$ cat src/rtl/fcmp_pkg.sv
package fcmp_pkg;
  localparam int unsigned WIDTH = 32;
  localparam int unsigned EXP_W = 8;
  localparam int unsigned MAN_W = 23;
  localparam int unsigned OP_W = 3;
  localparam logic [WIDTH-1:0] CANON_NAN = 32'h7FC0_0000;

  typedef enum logic [OP_W-1:0] {
    OP_EQ  = 3'd0,
    OP_LT  = 3'd1,
    OP_LE  = 3'd2,
    OP_MIN = 3'd3,
    OP_MAX = 3'd4
  } opSel_e;

  typedef struct packed {
    logic isZero;
    logic isInf;
    logic isQnan;
    logic isSnan;
    logic isNan;
  } fpClass_t;

  typedef struct packed {
    logic load;
    logic doEq;
    logic doLt;
    logic doLe;
    logic doMin;
    logic doMax;
  } ctrlStrobe_t;
endpackage

$ cat src/rtl/fcmp_classify.sv
module fcmp_classify
  import fcmp_pkg::*;
(
  input  logic [WIDTH-1:0] value,
  output fpClass_t         cls
);
  localparam int unsigned QBIT = MAN_W - 1;
  logic [EXP_W-1:0] expField;
  logic [MAN_W-1:0] manField;
  logic expOnes;

  always_comb begin
    expField   = value[WIDTH-2 -: EXP_W];
    manField   = value[MAN_W-1:0];
    expOnes    = &expField;
    cls.isZero = (value[WIDTH-2:0] == '0);
    cls.isInf  = expOnes && (manField == '0);
    cls.isNan  = expOnes && (manField != '0);
    cls.isQnan = cls.isNan && manField[QBIT];
    cls.isSnan = cls.isNan && !manField[QBIT];
  end
endmodule

$ cat src/rtl/fcmp_ctrl.sv
module fcmp_ctrl
  import fcmp_pkg::*;
(
  input  logic            clk,
  input  logic            rstN,
  input  logic            inStrobe,
  input  logic [OP_W-1:0] opCode,
  output ctrlStrobe_t     strb,
  output logic            outStrobe
);
  always_comb begin
    strb       = '0;
    strb.load  = inStrobe;
    strb.doEq  = (opCode == OP_EQ);
    strb.doLt  = (opCode == OP_LT);
    strb.doLe  = (opCode == OP_LE);
    strb.doMin = (opCode == OP_MIN);
    strb.doMax = (opCode == OP_MAX);
  end

  always_ff @(posedge clk) begin
    if (!rstN) outStrobe <= 1'b0;
    else       outStrobe <= inStrobe;
  end
endmodule

$ cat src/rtl/fcmp_datapath.sv
module fcmp_datapath
  import fcmp_pkg::*;
(
  input  logic             clk,
  input  logic             rstN,
  input  ctrlStrobe_t      strb,
  input  logic [WIDTH-1:0] srcA,
  input  logic [WIDTH-1:0] srcB,
  output logic [WIDTH-1:0] result,
  output logic             invalidFlag
);
  fpClass_t clsA, clsB;
  logic [WIDTH-1:0] nextRes;
  logic nextFlag;
  logic anyNan, anySnan, bothZero, eqVal, ltVal, magLt, magEq;
  logic signA, signB;

  fcmp_classify uClsA (.value(srcA), .cls(clsA));
  fcmp_classify uClsB (.value(srcB), .cls(clsB));

  always_comb begin
    signA    = srcA[WIDTH-1];
    signB    = srcB[WIDTH-1];
    anyNan   = clsA.isNan || clsB.isNan;
    anySnan  = clsA.isSnan || clsB.isSnan;
    bothZero = clsA.isZero && clsB.isZero;
    magLt    = srcA[WIDTH-2:0] < srcB[WIDTH-2:0];
    magEq    = srcA[WIDTH-2:0] == srcB[WIDTH-2:0];
    eqVal    = !anyNan && (bothZero || (srcA == srcB));
    if (anyNan || bothZero) ltVal = 1'b0;
    else if (signA != signB) ltVal = signA;
    else if (signA) ltVal = !magLt && !magEq;
    else ltVal = magLt;
    nextRes  = '0;
    nextFlag = 1'b0;
    if (strb.doEq) begin
      nextRes[0] = eqVal;
      nextFlag   = anySnan;
    end else if (strb.doLt) begin
      nextRes[0] = ltVal;
      nextFlag   = anyNan;
    end else if (strb.doLe) begin
      nextRes[0] = ltVal || eqVal;
      nextFlag   = anyNan;
    end else if (strb.doMin || strb.doMax) begin
      nextFlag = anySnan;
      if (clsA.isNan && clsB.isNan) nextRes = CANON_NAN;
      else if (clsA.isNan) nextRes = srcB;
      else if (clsB.isNan) nextRes = srcA;
      else if (bothZero) begin
        if (strb.doMin) nextRes = (signA ? srcA : srcB);
        else            nextRes = (signA ? srcB : srcA);
      end else if (strb.doMin) nextRes = ltVal ? srcA : srcB;
      else nextRes = ltVal ? srcB : srcA;
    end
  end

  always_ff @(posedge clk) begin
    if (!rstN) begin
      result      <= '0;
      invalidFlag <= 1'b0;
    end else if (strb.load) begin
      result      <= nextRes;
      invalidFlag <= nextFlag;
    end
  end
endmodule

$ cat src/rtl/fcmp_minmax.sv
module fcmp_minmax
  import fcmp_pkg::*;
(
  input  logic             clk,
  input  logic             rstN,
  input  logic             inStrobe,
  input  logic [OP_W-1:0]  opCode,
  input  logic [WIDTH-1:0] srcA,
  input  logic [WIDTH-1:0] srcB,
  output logic             outStrobe,
  output logic [WIDTH-1:0] result,
  output logic             invalidFlag
);
  ctrlStrobe_t strb;

  fcmp_ctrl uCtrl (
    .clk(clk), .rstN(rstN), .inStrobe(inStrobe), .opCode(opCode),
    .strb(strb), .outStrobe(outStrobe)
  );

  fcmp_datapath uDp (
    .clk(clk), .rstN(rstN), .strb(strb), .srcA(srcA), .srcB(srcB),
    .result(result), .invalidFlag(invalidFlag)
  );
endmodule

$ cat config.mk
export PLATFORM = sky130hd
export DESIGN_NAME = fcmp_minmax
export DESIGN_NICKNAME = d
export VERILOG_FILES = /design/src/rtl/fcmp_pkg.sv /design/src/rtl/fcmp_classify.sv /design/src/rtl/fcmp_ctrl.sv /design/src/rtl/fcmp_datapath.sv /design/src/rtl/fcmp_minmax.sv
export SDC_FILE = /design/constraint.sdc
export NUM_CORES = 1
export LEC_CHECK = 0
export ABC_AREA = 1
export BUFFER_PORTS_ARGS = -buffer_cell sky130_fd_sc_hd__buf_2
export CAP_MARGIN = 10
export CORE_MARGIN = 4
export CORE_UTILIZATION = 45
export CTS_BUF_LIST = sky130_fd_sc_hd__clkbuf_8
export CTS_CLUSTER_SIZE = 14
export DETAILED_ROUTE_END_ITERATION = 8
export PLACE_DENSITY = 0.76
export SETUP_SLACK_MARGIN = 0.4
export SYNTH_ARGS = -nofsm -noshare
export SYNTH_HDL_FRONTEND = slang
export SYNTH_SLANG_ARGS = --single-unit
$ cat constraint.sdc
create_clock -name clk -period 2.6 [get_ports clk]
set_clock_uncertainty 0.1 [all_clocks]
set_input_delay 0.26 -clock clk [delete_from_list [all_inputs] [get_ports clk]]
set_output_delay 0.26 -clock clk [all_outputs]
set_load 0.1 [all_outputs]
# Yosys cells after proc, flatten, opt, wreduce, memory -nomap -nowiden
# Cells that the tools add are included.
# Widths: inputs -> output; s select.
word_totals:
  out_inout_bits: 34
  ff_bits: 34
  elab_cells: 61
classes:
  n_eq_ne: 7
  muxes: 24
  magnitude_cmp: 1
  reduce_logical: 26
ops:
  columns: ["operator", "count"]
  rows:
  - ["$mux 32", 11]
  - ["$mux 31", 3]
  - ["$logic_not 31->1", 2]
  - ["$reduce_bool 23->1", 2]
  - ["$eq 32x32->1", 1]
  - ["$eq 31x31->1", 1]
  - ["$lt 31x31->1", 1]
  - ["$reduce_and 8->1", 2]
  - ["$mux 1", 10]
  - ["$logic_and 1x1->1", 8]
  - ["$eq 3x2->1 const B", 2]
  - ["$logic_or 1x1->1", 6]
  - ["$logic_not 1->1", 5]
  - ["$eq 3x1->1 const B", 1]
  - ["$eq 3x3->1 const B", 1]
  - ["$logic_not 3->1", 1]
  - ["$ne 1x1->1", 1]

# Longest topological paths before layout
# Gate-level depths: netlist of run 1.
depth:
  word_depth: 16
  ltp_mapped: 24
  ltp_nobuf: 24

# By module
# A second synthesis of run 1 with hierarchy kept.
hier_totals:
  hier_cells: 751
  hier_area_um2: 4270.3
modules_own_cells:
  columns: ["mod", "instances", "cells_per_inst", "seq_area_each_um2", "area_each_um2"]
  rows:
  - ["fcmp_datapath", 1, 666, 660.6, 3878.7]
  - ["fcmp_classify", 2, 35, 0.0, 157.7]
  - ["fcmp_ctrl", 1, 15, 20.0, 76.3]

# Worst setup path before layout of run 1
# OpenSTA, ideal clock, no wires.
synth_timing:
  kind: "in2reg"
  from: "input port srcB[22]"
  to: "register uDp.result[15]"
  stages: 16
  path_slack_ns: 0.303
  n_path_buf: 1
  t_arrival_ns: 2.065
  path_cell_list: "inv_1 > ha_1 > a21o_1 > nor2_1 > nand2_1 > a21oi_1 > nand3_1 > nand2_1 > nand4_1 > nand2_4 > buf_6 > o21ai_1 > o21ai_1 > o211ai_1 > nand2_1 > a21oi_1"
synth_between:
  elab_chain_len: 16
  elab_cells_between_ends: 26
  cone_classes: "order compare (1); eq/ne (1); mux (14); reduce/logical (10)"
synth_rtl:
  columns: ["item", "line_no", "rtl"]
  rows:
  - ["from (decl)", "fcmp_minmax.sv:9", "input logic [WIDTH-1:0] srcB,"]
  - ["$lt 31x31->1 / $eq 31x31->1 (equally long branches)", "fcmp_datapath.sv:27, fcmp_datapath.sv:28", null]
  - ["$logic_not 1->1", "fcmp_datapath.sv:32", "else if (signA) ltVal = !magLt && !magEq;"]
  - ["$logic_and 1x1->1", "fcmp_datapath.sv:32", null]
  - ["$mux 1", "fcmp_datapath.sv:32", null]
  - ["$mux 1", "fcmp_datapath.sv:31", "else if (signA != signB) ltVal = signA;"]
  - ["$mux 1", "fcmp_datapath.sv:30", "if (anyNan || bothZero) ltVal = 1'b0;"]
  - ["$mux 32, on equally long branches", "fcmp_datapath.sv:54, fcmp_datapath.sv:53", null]
  - ["$mux 32", "fcmp_datapath.sv:53", "end else if (strb.doMin) nextRes = ltVal ? srcA : srcB;"]
  - ["$mux 32", "fcmp_datapath.sv:50", "else if (bothZero) begin"]
  - ["$mux 32", "fcmp_datapath.sv:49", "else if (clsB.isNan) nextRes = srcA;"]
  - ["$mux 32", "fcmp_datapath.sv:48", "else if (clsA.isNan) nextRes = srcB;"]
  - ["$mux 32 (*)", "fcmp_datapath.sv:47", "if (clsA.isNan && clsB.isNan) nextRes = CANON_NAN;"]
  - ["$mux 32 (*)", "fcmp_datapath.sv:45", "end else if (strb.doMin || strb.doMax) begin"]
  - ["$mux 31 (*)", "fcmp_datapath.sv:42", "end else if (strb.doLe) begin"]
  - ["$mux 31 (*)", "fcmp_datapath.sv:39", "end else if (strb.doLt) begin"]
  - ["$mux 31 (*)", "fcmp_datapath.sv:36", "if (strb.doEq) begin"]
  - ["to (signal assigned)", "fcmp_datapath.sv:63", "result <= nextRes;"]
  - ["to (decl)", "fcmp_datapath.sv:9", "output logic [WIDTH-1:0] result,"]
# Mark *: on every way between the ends. The rest lies on a longest branch, timed or not.
# A chain may end at the register's enable or synchronous reset.

# Worst setup path in the final report of run 1
layout_timing:
  from: "input port srcB[1]"
  to: "register uDp.result[7]"
# Same word-level chain as after synthesis.

==> reports/qor.txt, run 1 <==
Layout cell share with drive strength beyond 1 -> 49.1%
H-tree Lvls -> 2
Fin cells -> 904
Std cell rows -> 32
CP Data Required Time -> 2670 ps
DRC errors left -> 0
Crit Path Class -> primary input to flip-flop
Critical Path Source Type -> primary input
Initial core utilization -> 47.0%
Port-buffer cells -> 103
First-pass GRT wire length -> 23,800 um
Routed wire length per instance -> 17.4 um
ANT cells -> 0
Drt first pass iters -> 7
Yosys cell types -> 37
P per Cell Area -> 360 nW/um2
GRT overflow -> 0
Crit Path Max Fanout -> 7
Die ar. -> 9760 um2
Vias in the first global route -> 5,205
Peak VDD IR -> 0.000251 V
RSZ-0062 raised after global routing -> true
Slowest cell on crit path -> ha_1
Final period util -> 93.1%
Global-route usage over all layers -> 29.6%
Die height -> 98.8 um
Fin. max-slew vios -> 0
Pleak -> 0.00287 uW
Worst path max stage delay -> 280 ps
Switching Fraction -> 40.7%
Via/cell ratio -> 5.85
Hold Violations, Final -> 0
Int Pwr -> 1330 uW
Max Cap Viol -> 0
Placed Instance Area -> 5070 um2
Clock sinks -> 34
Post-Syn Area -> 3710 um2
CTS Buf Count -> 5
Worst min path class -> primary input to flip-flop
Post-DP HPWL -> 10,300 um
Ys Warns -> 0
Area growth, synth to finish -> 68.1%
Setup Viol. Count Final -> 0
CP bufs+invs -> 3
Worst path top cell family by delay -> simple AND/OR/NAND/NOR gates
Final ANT Viol Nets -> 0
Total power -> 2240 uW
Seq/Total Area, Yosys -> 18.3%
Worst Tran Pin Value -> 505 ps
Dpl cells -> 870
Fin crit period -> 2420 ps
Post-layout net count -> 905
Seq pwr share -> 24.4%
Worst-path clk slew -> 80 ps
Clk Latency, worst-skew pair -> 290 ps
CTS tree -> built
Root Buffer Master -> clkbuf_8
Worst EP arrival -> 2490 ps
Initial antenna violation count -> 0
Gpl congestion -> 0.985
#FFs+latches synth -> 34
Hold-fix buffers, CTS -> 0
Die width -> 98.8 um
Cell repeated most along the worst path -> nand2_2
Cells after synthesis -> 617
Slew HR -> 66.5%
Vias -> 5,290
CORE AREA -> 7890 um2
Final instance area -> 6240 um2
Synth Net Count -> 720
Worst-case clock buffer depth -> 2
Part of the power in the clock network -> 23.2%
Routed Wire Length -> 15,700 um
Largest net degree at the start of global routing -> 34
Fmax -> 0.413 GHz
Syn Area/Cell -> 6.01 um2
Worst-path cell chain -> buf_2 -> inv_2 -> ha_1 -> nand3_1 -> nand2_1 -> nand2_2 -> nand2_2 -> nand2_2 -> nand2_2 -> nand2_2 -> nand2_2 -> nand2_2 -> nand2_4 -> nand3_4 -> nand2_8 -> nand2_8 -> buf_12 -> nor2_2 -> o21ai_1 -> o211ai_1 -> nand2_1 -> a21oi_1
Run status -> finished, final reports clean
DR iter-0 viols -> 494
I/O Pins -> 104
Finished Core Util -> 79.1%
Logic pwr share -> 52.4%
Switch Pwr -> 914 uW
Critical path capture point type -> flip-flop
-- synth_stat cells, drive strengths merged --
| cell type | instances | area share (%) |
|---|---|---|
| nand2 | 158 | 17 |
| inv | 90 | 9.1 |
| a21oi | 65 | 8.8 |
| o21ai | 65 | 8.8 |
| nor2 | 62 | 7.1 |
| dfxtp | 34 | 18 |
| ha | 33 | 11 |
| nand4 | 22 | 3.9 |
| o211ai | 22 | 4.5 |
| clkbuf | 17 | 1.7 |
| nand3 | 15 | 2.4 |
| buf | 7 | 1.8 |
| nor3 | 7 | 1.2 |
| o221ai | 6 | 1.4 |
| a21o | 2 | 0.40 |
| clkinv | 2 | 0.20 |
| nor4 | 2 | 0.51 |
| a211oi | 1 | 0.20 |
| a31oi | 1 | 0.17 |
| and2 | 1 | 0.17 |
| nand3b | 1 | 0.54 |
| o2111ai | 1 | 0.24 |
| o22ai | 1 | 0.17 |
| or2 | 1 | 0.17 |
| or4 | 1 | 0.20 |
-- logic make-up after synthesis --
group / Yosys count / share of synthesized area, %
DFF: 34 / 18.3
AOI/OAI and AO/OA: 164 / 24.6
and+or+nand+nor: 270 / 33.2
buffers and inverters: 116 / 12.8
adders and majority gates: 33 / 11.1
-- per-stage QoR --
step	setup slack (ps)	TNS, ps	hold WS (ps)
after floorplan	401	0	253
after global placement	11.2	0	350
after detailed placement	-86.1	-448	353
after CTS	368	0	74.4
after global routing	10.8	0	91.0
final	179	0	73.6
-- area by class of cell --
type                            instances  area (um2)
Inverter                               92         383
Sequential cell                        34         681
Fill cell                             514        1650
Timing Repair Buffer                  199        1520
Multi-Input combinational cell        470        3410
Clock buffer                            6        82.6
Tap cell                              102         128
Clock inverter                          1        30.0
-- registers in the layout, indices dropped and copies added (netlist names) --
| register | count |
|---|---|
| uCtrl.outStrobe | 1 |
| uDp.invalidFlag | 1 |
| uDp.result | 32 |
-- worst paths after layout --
path	start	cells after the start	slack, ps	end
worst max register to register	uDp.result[6]	2	1810	uDp.result[6]
worst min-delay path	rstN	3	70	uCtrl.outStrobe
worst min register to register	uDp.result[30]	2	360	uDp.result[30]
worst max-delay path	srcB[1]	22	180	uDp.result[7]
-- routing by layer --
metal | GRT usage (%) | share of wire (%) | wire [um]
met5 | 0 | 0 | 0
met3 | 5.17 | 9.5 | 1500
met2 | 51.3 | 48 | 7520
met1 | 35.9 | 38 | 6040
met4 | 12.4 | 4.3 | 676
-- power by group through the flow --
stage	Sequential, uW	Combinational, uW	Clock [uW]
global placement	559	828	0
global route	550	1260	542
detailed placement	559	852	0
floorplan	694	426	0
CTS	547	1010	521
finish	548	1180	520
-- worst register-to-register path: stages, from the launching register on --
cell	delay [ps]
dfxtp_1	380
nand2_1	80
a21oi_1	160
-- timing repair --
action	in CTS	in global routing
gates resized for setup	102	97
pin swaps	50	77
endpoints found under the setup margin	32	32
gates cloned	3	2
buffers inserted	18	4
-- cells in the final DEF (no fill, tap or decap), types with 4 or more instances in the layout --
cell type	instances
inv_4	15
buf_2	72
nand2_2	25
buf_12	4
ha_1	6
nor3_1	5
nor2_2	14
dfxtp_1	34
nor2_4	17
o21ai_0	13
inv_1	42
buf_4	92
o211ai_1	22
ha_4	27
a21oi_2	11
buf_8	4
o21ai_1	41
nor2_1	31
nand2_1	114
buf_6	25
nand3_1	12
inv_2	33
o21ai_2	11
a21oi_1	53
nand2_8	5
nand2_4	17
nand4_1	21
clkbuf_8	6
Power figures use the tool's default switching activity.
==> inputs of run 2 (changes only) <==
CAP_MARGIN = 20   (was 10)
CELL_PAD_IN_SITES_DETAIL_PLACEMENT = 1   (was default)
CELL_PAD_IN_SITES_GLOBAL_PLACEMENT = 1   (was default)
CORE_UTILIZATION = 37   (was 45)
PLACE_DENSITY = 0.9   (was 0.76)
==> run 2 against run 1 <==
- the flow now finishes with violations (setup timing)
- flip-flop and latch count unchanged
- wire length increased by 93%
- critical endpoint unchanged
- critical path depth decreased by 5
- highest routed layer is now met5
- maximum frequency decreased by 24%
- largest cell class unchanged
- cell area increased by 5.0%
- via count increased by 22%
- die area increased by 20%
==> reports/qor.txt, run 2 (synthesized netlist as in run 1, its figures left out) <==
Run status -> finished with violations
Failing checks -> setup timing
Port-buffer cells -> 103
P per Cell Area -> 371 nW/um2
Global-route usage over all layers -> 39.6%
Max Cap Viol -> 0
Most frequent cells in the layout -> nand2_1 (114), buf_4 (98), buf_2 (64)
Top reg by flops -> uDp.result
Die width -> 108 um
Worst-path cell chain -> buf_2 -> inv_2 -> buf_4 -> nor4_2 -> nand2_4 -> nand2_4 -> nor2_4 -> nand3_4 -> nand2_4 -> nand2_8 -> buf_12 -> buf_16 -> nor2_4 -> o21ai_2 -> o211ai_1 -> nand2_1 -> a21oi_1
Final period util -> 123%
Critical path depth -> 17
Worst path top cell family by delay -> simple AND/OR/NAND/NOR gates
Worst-case clock buffer depth -> 2
Std cell rows -> 36
DRC errors left -> 0
Max reg flops -> 32
Die height -> 108 um
Worst-path clk slew -> 80 ps
Post-layout net count -> 921
Cell repeated most along the worst path -> nand2_4
CORE AREA -> 9770 um2
Pleak -> 0.00299 uW
ANT cells -> 0
Routed wire length per instance -> 31.9 um
Layout cell share with drive strength beyond 1 -> 51.0%
CP bufs+invs -> 5
CTS tree -> built
Final ANT Viol Nets -> 0
Hold WS -> 107 ps
Critical Path Source Type -> primary input
Initial antenna violation count -> 2
Clock sinks -> 34
Clk Latency, worst-skew pair -> 320 ps
Vias -> 6,478
CP Data Required Time -> 2680 ps
Crit Path Max Fanout -> 8
Drt first pass iters -> 6
First-pass GRT wire length -> 35,300 um
Biggest regs -> uDp.result x32, uCtrl.outStrobe x1, uDp.invalidFlag x1
Worst min path class -> primary input to flip-flop
Initial core utilization -> 38.0%
Root Buffer Master -> clkbuf_8
Crit Path Class -> primary input to flip-flop
Worst path max stage delay -> 840 ps
Slowest cell on crit path -> nor4_2
Gpl congestion -> 0.921
RSZ-0062 raised after global routing -> true
Worst R2R Path Depth -> 2
Peak VDD IR -> 0.000223 V
Setup Total Neg Slack -> -7640 ps
CTS Buf Count -> 5
Vias in the first global route -> 6,266
DR iter-0 viols -> 932
Worst EP arrival -> 3270 ps
WHS Path Cells -> 3
GRT overflow -> 0
Fmax -> 0.313 GHz
Fin. max-slew vios -> 0
Hold Violations, Final -> 0
Fin crit period -> 3200 ps
Area growth, synth to finish -> 76.4%
Die ar. -> 11,700 um2
Routed Wire Length -> 30,300 um
Post-DP HPWL -> 12,600 um
H-tree Lvls -> 2
Via/cell ratio -> 6.81
Setup WS post-layout -> -596 ps
Critical path capture point type -> flip-flop
Most common cell after layout, fill and taps aside -> nand2_1
Slew HR -> 35.6%
Worst Tran Pin Value -> 959 ps
I/O Pins -> 104
Largest net degree at the start of global routing -> 34
Setup Viol. Count Final -> 33
==> run 2: per-stage QoR <==
step / util (%) / instances / total power [uW] / setup WS [ps] / instance area (um2)
after CTS: 60.4 / 927 / 2020 / 259 / 5900
after global routing: 67.0 / 951 / 2460 / -514 / 6550
after global placement: 51.7 / 899 / 1370 / 46.4 / 5060
after floorplan: - / 617 / 1120 / 401 / 3970
final: 67.0 / 951 / 2430 / -596 / 6550
after detailed placement: 51.7 / 899 / 1420 / -198 / 5060
==> run 2: power by group <==
part / internal [uW] / switching, uW / total (uW)
clock: 178 / 243 / 421
combinational: 556 / 900 / 1460
sequential: 539 / 12.8 / 552
total: 1270 / 1160 / 2430
==> run 2: final timing paths <==
kind	slack, ps	end	startpoint
setup / recovery	-600	uDp.result[7]	srcB[24]
hold / removal	110	uCtrl.outStrobe	rstN
setup reg to reg	1670	uDp.result[22]	uDp.result[22]
hold reg to reg	380	uDp.result[21]	uDp.result[21]
==> run 2: final cells by class <==
class / instances / area [um2]
tap: 133 / 166
sequential: 34 / 681
clock buffer: 5 / 68.8
timing repair buffer: 215 / 1750
fill: 1213 / 3230
inverter: 92 / 409
clock inverter: 2 / 7.51
multi-input combinational: 470 / 3470
==> run 2: routing by layer <==
layer,vias up,wire length (um),global-route usage (%)
li1,2482,-,-
met1,3015,10300,43.4
met2,694,13500,65.7
met3,283,3510,9.49
met4,4,3030,31.0
met5,-,29,0
==> run 2: worst min-delay path, cell delays in order <==
cell and delay [ps]:
buf_2 120, nand2_1 80, inv_1 50
==> run 2: what timing repair did <==
action	in CTS	in global routing
buffers inserted	18	23
setup endpoints to repair	32	32
gates resized for setup	129	125
pin swaps	76	80
hold buffers	0	0
gates cloned	3	1
==> inputs of run 3 (changes only) <==
CORE_UTILIZATION = 36   (was 37)
CTS_BUF_LIST = sky130_fd_sc_hd__clkbuf_16   (was sky130_fd_sc_hd__clkbuf_8)
PLACE_DENSITY = 0.88   (was 0.9)
clock period = 3.5 ns   (was 2.6 ns; I/O delays follow)
==> run 3 against run 2 <==
- the run now ends clean
- combinational power decreased by 63%
- wire length decreased by 53%
- sequential power decreased by 26%
- register-to-register slack improved by 1100 ps
- largest cell class unchanged
==> reports/qor.txt, run 3 (synthesized netlist as in run 1, its figures left out) <==
Worst-path cell chain -> buf_2 -> inv_1 -> ha_1 -> a21o_1 -> nor2_1 -> nand2_1 -> a21oi_1 -> nand3_1 -> nand2_1 -> nand3_4 -> nand2_2 -> nand2_4 -> nand2_1 -> o21ai_1 -> o21ai_0 -> nor2_1 -> o21ai_1 -> a21oi_1
Fin. max-slew vios -> 0
DRC errors left -> 0
Reg-to-reg endpoint -> uDp.result[2]
CP bufs+invs -> 2
Worst path max stage delay -> 300 ps
Final period util -> 81.5%
RSZ-0062 raised after global routing -> false
Std cell rows -> 36
ANT cells -> 0
Routed wire length per instance -> 16.9 um
Worst-case clock buffer depth -> 2
Fin crit period -> 2850 ps
Run status -> finished, final reports clean
Setup Total Neg Slack -> 0 ps
Vias -> 4,537
Slew HR -> 52.6%
Crit path launch -> srcB[22]
Peak VDD IR -> 0.000142 V
Die ar. -> 12,000 um2
CTS Buf Count -> 5
Via/cell ratio -> 5.38
Post-layout net count -> 814
P per Cell Area -> 309 nW/um2
Setup Fix Bufs, Post-CTS -> 0
Hold Violations, Final -> 0
Max Cap Viol -> 0
Die height -> 110 um
Vias in the first global route -> 4,785
Placement Setup Slack -> 400 ps
Worst R2R Path Depth -> 2
Most common cell after layout, fill and taps aside -> nand2_1
Post-CTS sizing -> 0
End point of the critical path -> uDp.result[31]
Drt first pass iters -> 4
Port-buffer cells -> 103
Pleak -> 0.00225 uW
Worst min path class -> primary input to flip-flop
Finished Core Util -> 45.1%
Top reg by flops -> uDp.result
Fillers -> 1,402
First-pass GRT wire length -> 22,900 um
Critical path capture point type -> flip-flop
Dpl cells -> 836
R2r startpoint -> uDp.result[2]
Fmax -> 0.350 GHz
Max reg flops -> 32
Biggest regs -> uDp.result x32, uCtrl.outStrobe x1, uDp.invalidFlag x1
Die width -> 110 um
Cell repeated most along the worst path -> nand2_1
Critical Path Source Type -> primary input
Setup Viol. Count Final -> 0
Final ANT Viol Nets -> 0
I/O Pins -> 104
Routed Wire Length -> 14,300 um
DR iter-0 viols -> 179
Clk Latency, worst-skew pair -> 280 ps
Global-route usage over all layers -> 24.0%
Clock sinks -> 34
Post-DP HPWL -> 11,100 um
H-tree Lvls -> 2
Slowest cell on crit path -> ha_1
Crit Path Class -> primary input to flip-flop
Worst Tran Pin Value -> 706 ps
CTS tree -> built
CP Data Required Time -> 3580 ps
Fin cells -> 844
Layout cell share with drive strength beyond 1 -> 23.2%
Area growth, synth to finish -> 20.3%
Root Buffer Master -> clkbuf_16
Hold-fix buffers, CTS -> 0
Setup WS post-layout -> 646 ps
Worst path top cell family by delay -> simple AND/OR/NAND/NOR gates
Largest net degree at the start of global routing -> 37
Gpl congestion -> 0.870
Worst-path clk slew -> 60 ps
Initial antenna violation count -> 0
GRT overflow -> 0
Most frequent cells in the layout -> nand2_1 (151), buf_2 (103), inv_1 (65), a21oi_1 (65), nor2_1 (53)
CORE AREA -> 9910 um2
R2R Setup Slk -> 2750 ps
Worst EP arrival -> 2930 ps
Initial core utilization -> 37.4%
Critical path depth -> 18
Crit Path Max Fanout -> 36
[run 3: routing by layer]
metal  vias up  share of wire, %  track usage [%]
met5         -                 0                0
met4         0               1.3             8.19
met3        18               5.4             3.35
met2       123                50             43.0
met1      2145                43             29.2
li1       2251                 -                -
[run 3: power by group]
| group | switching (uW) | leakage, uW | internal (uW) |
|---|---|---|---|
| logic | 381 | 0.00190 | 163 |
| registers | 6.70 | 0.000276 | 401 |
| clock network | 175 | 0.0000723 | 255 |
| total | 563 | 0.00225 | 819 |
[run 3: worst min path at each step]
stage	start	endpoint	slack (ps)	cells after the start
6_report	rstN	uCtrl.outStrobe	170	3
5_1_grt	rstN	uCtrl.outStrobe	200	3
4_1_cts	rstN	uCtrl.outStrobe	170	3
3_5_place_dp	uDp.result[27]	uDp.result[27]	350	2
3_3_place_gp	uDp.result[14]	uDp.result[14]	350	2
2_1_floorplan	inStrobe	uCtrl.outStrobe	340	2
[run 3: metrics by stage]
step	hold slack (ps)	instance area (um2)	total power [uW]
6_report	175	4460	1380
5_1_grt	203	4460	1450
4_1_cts	172	4450	1380
3_5_place_dp	355	4320	951
3_3_place_gp	351	4320	927
2_1_floorplan	343	3710	808
[run 3: final cells by class]
| class | count | area, um2 | share of cell area [%] |
|---|---|---|---|
| Clock inverter | 2 | 7.51 | 0.168 |
| Inverter | 92 | 345 | 7.74 |
| Timing Repair Buffer | 111 | 583 | 13.1 |
| Tap cell | 133 | 166 | 3.73 |
| Clock buffer | 5 | 125 | 2.80 |
| Multi-Input combinational cell | 467 | 2560 | 57.3 |
| Sequential cell | 34 | 681 | 15.2 |
[run 3: worst register-to-register path, delay by kind of cell, from the launching register on]
kind | cells | cell delay (ps)
AO/OA/AOI/OAI | 1 | 160
AND/OR/NAND/NOR | 1 | 70
flip-flops | 1 | 360
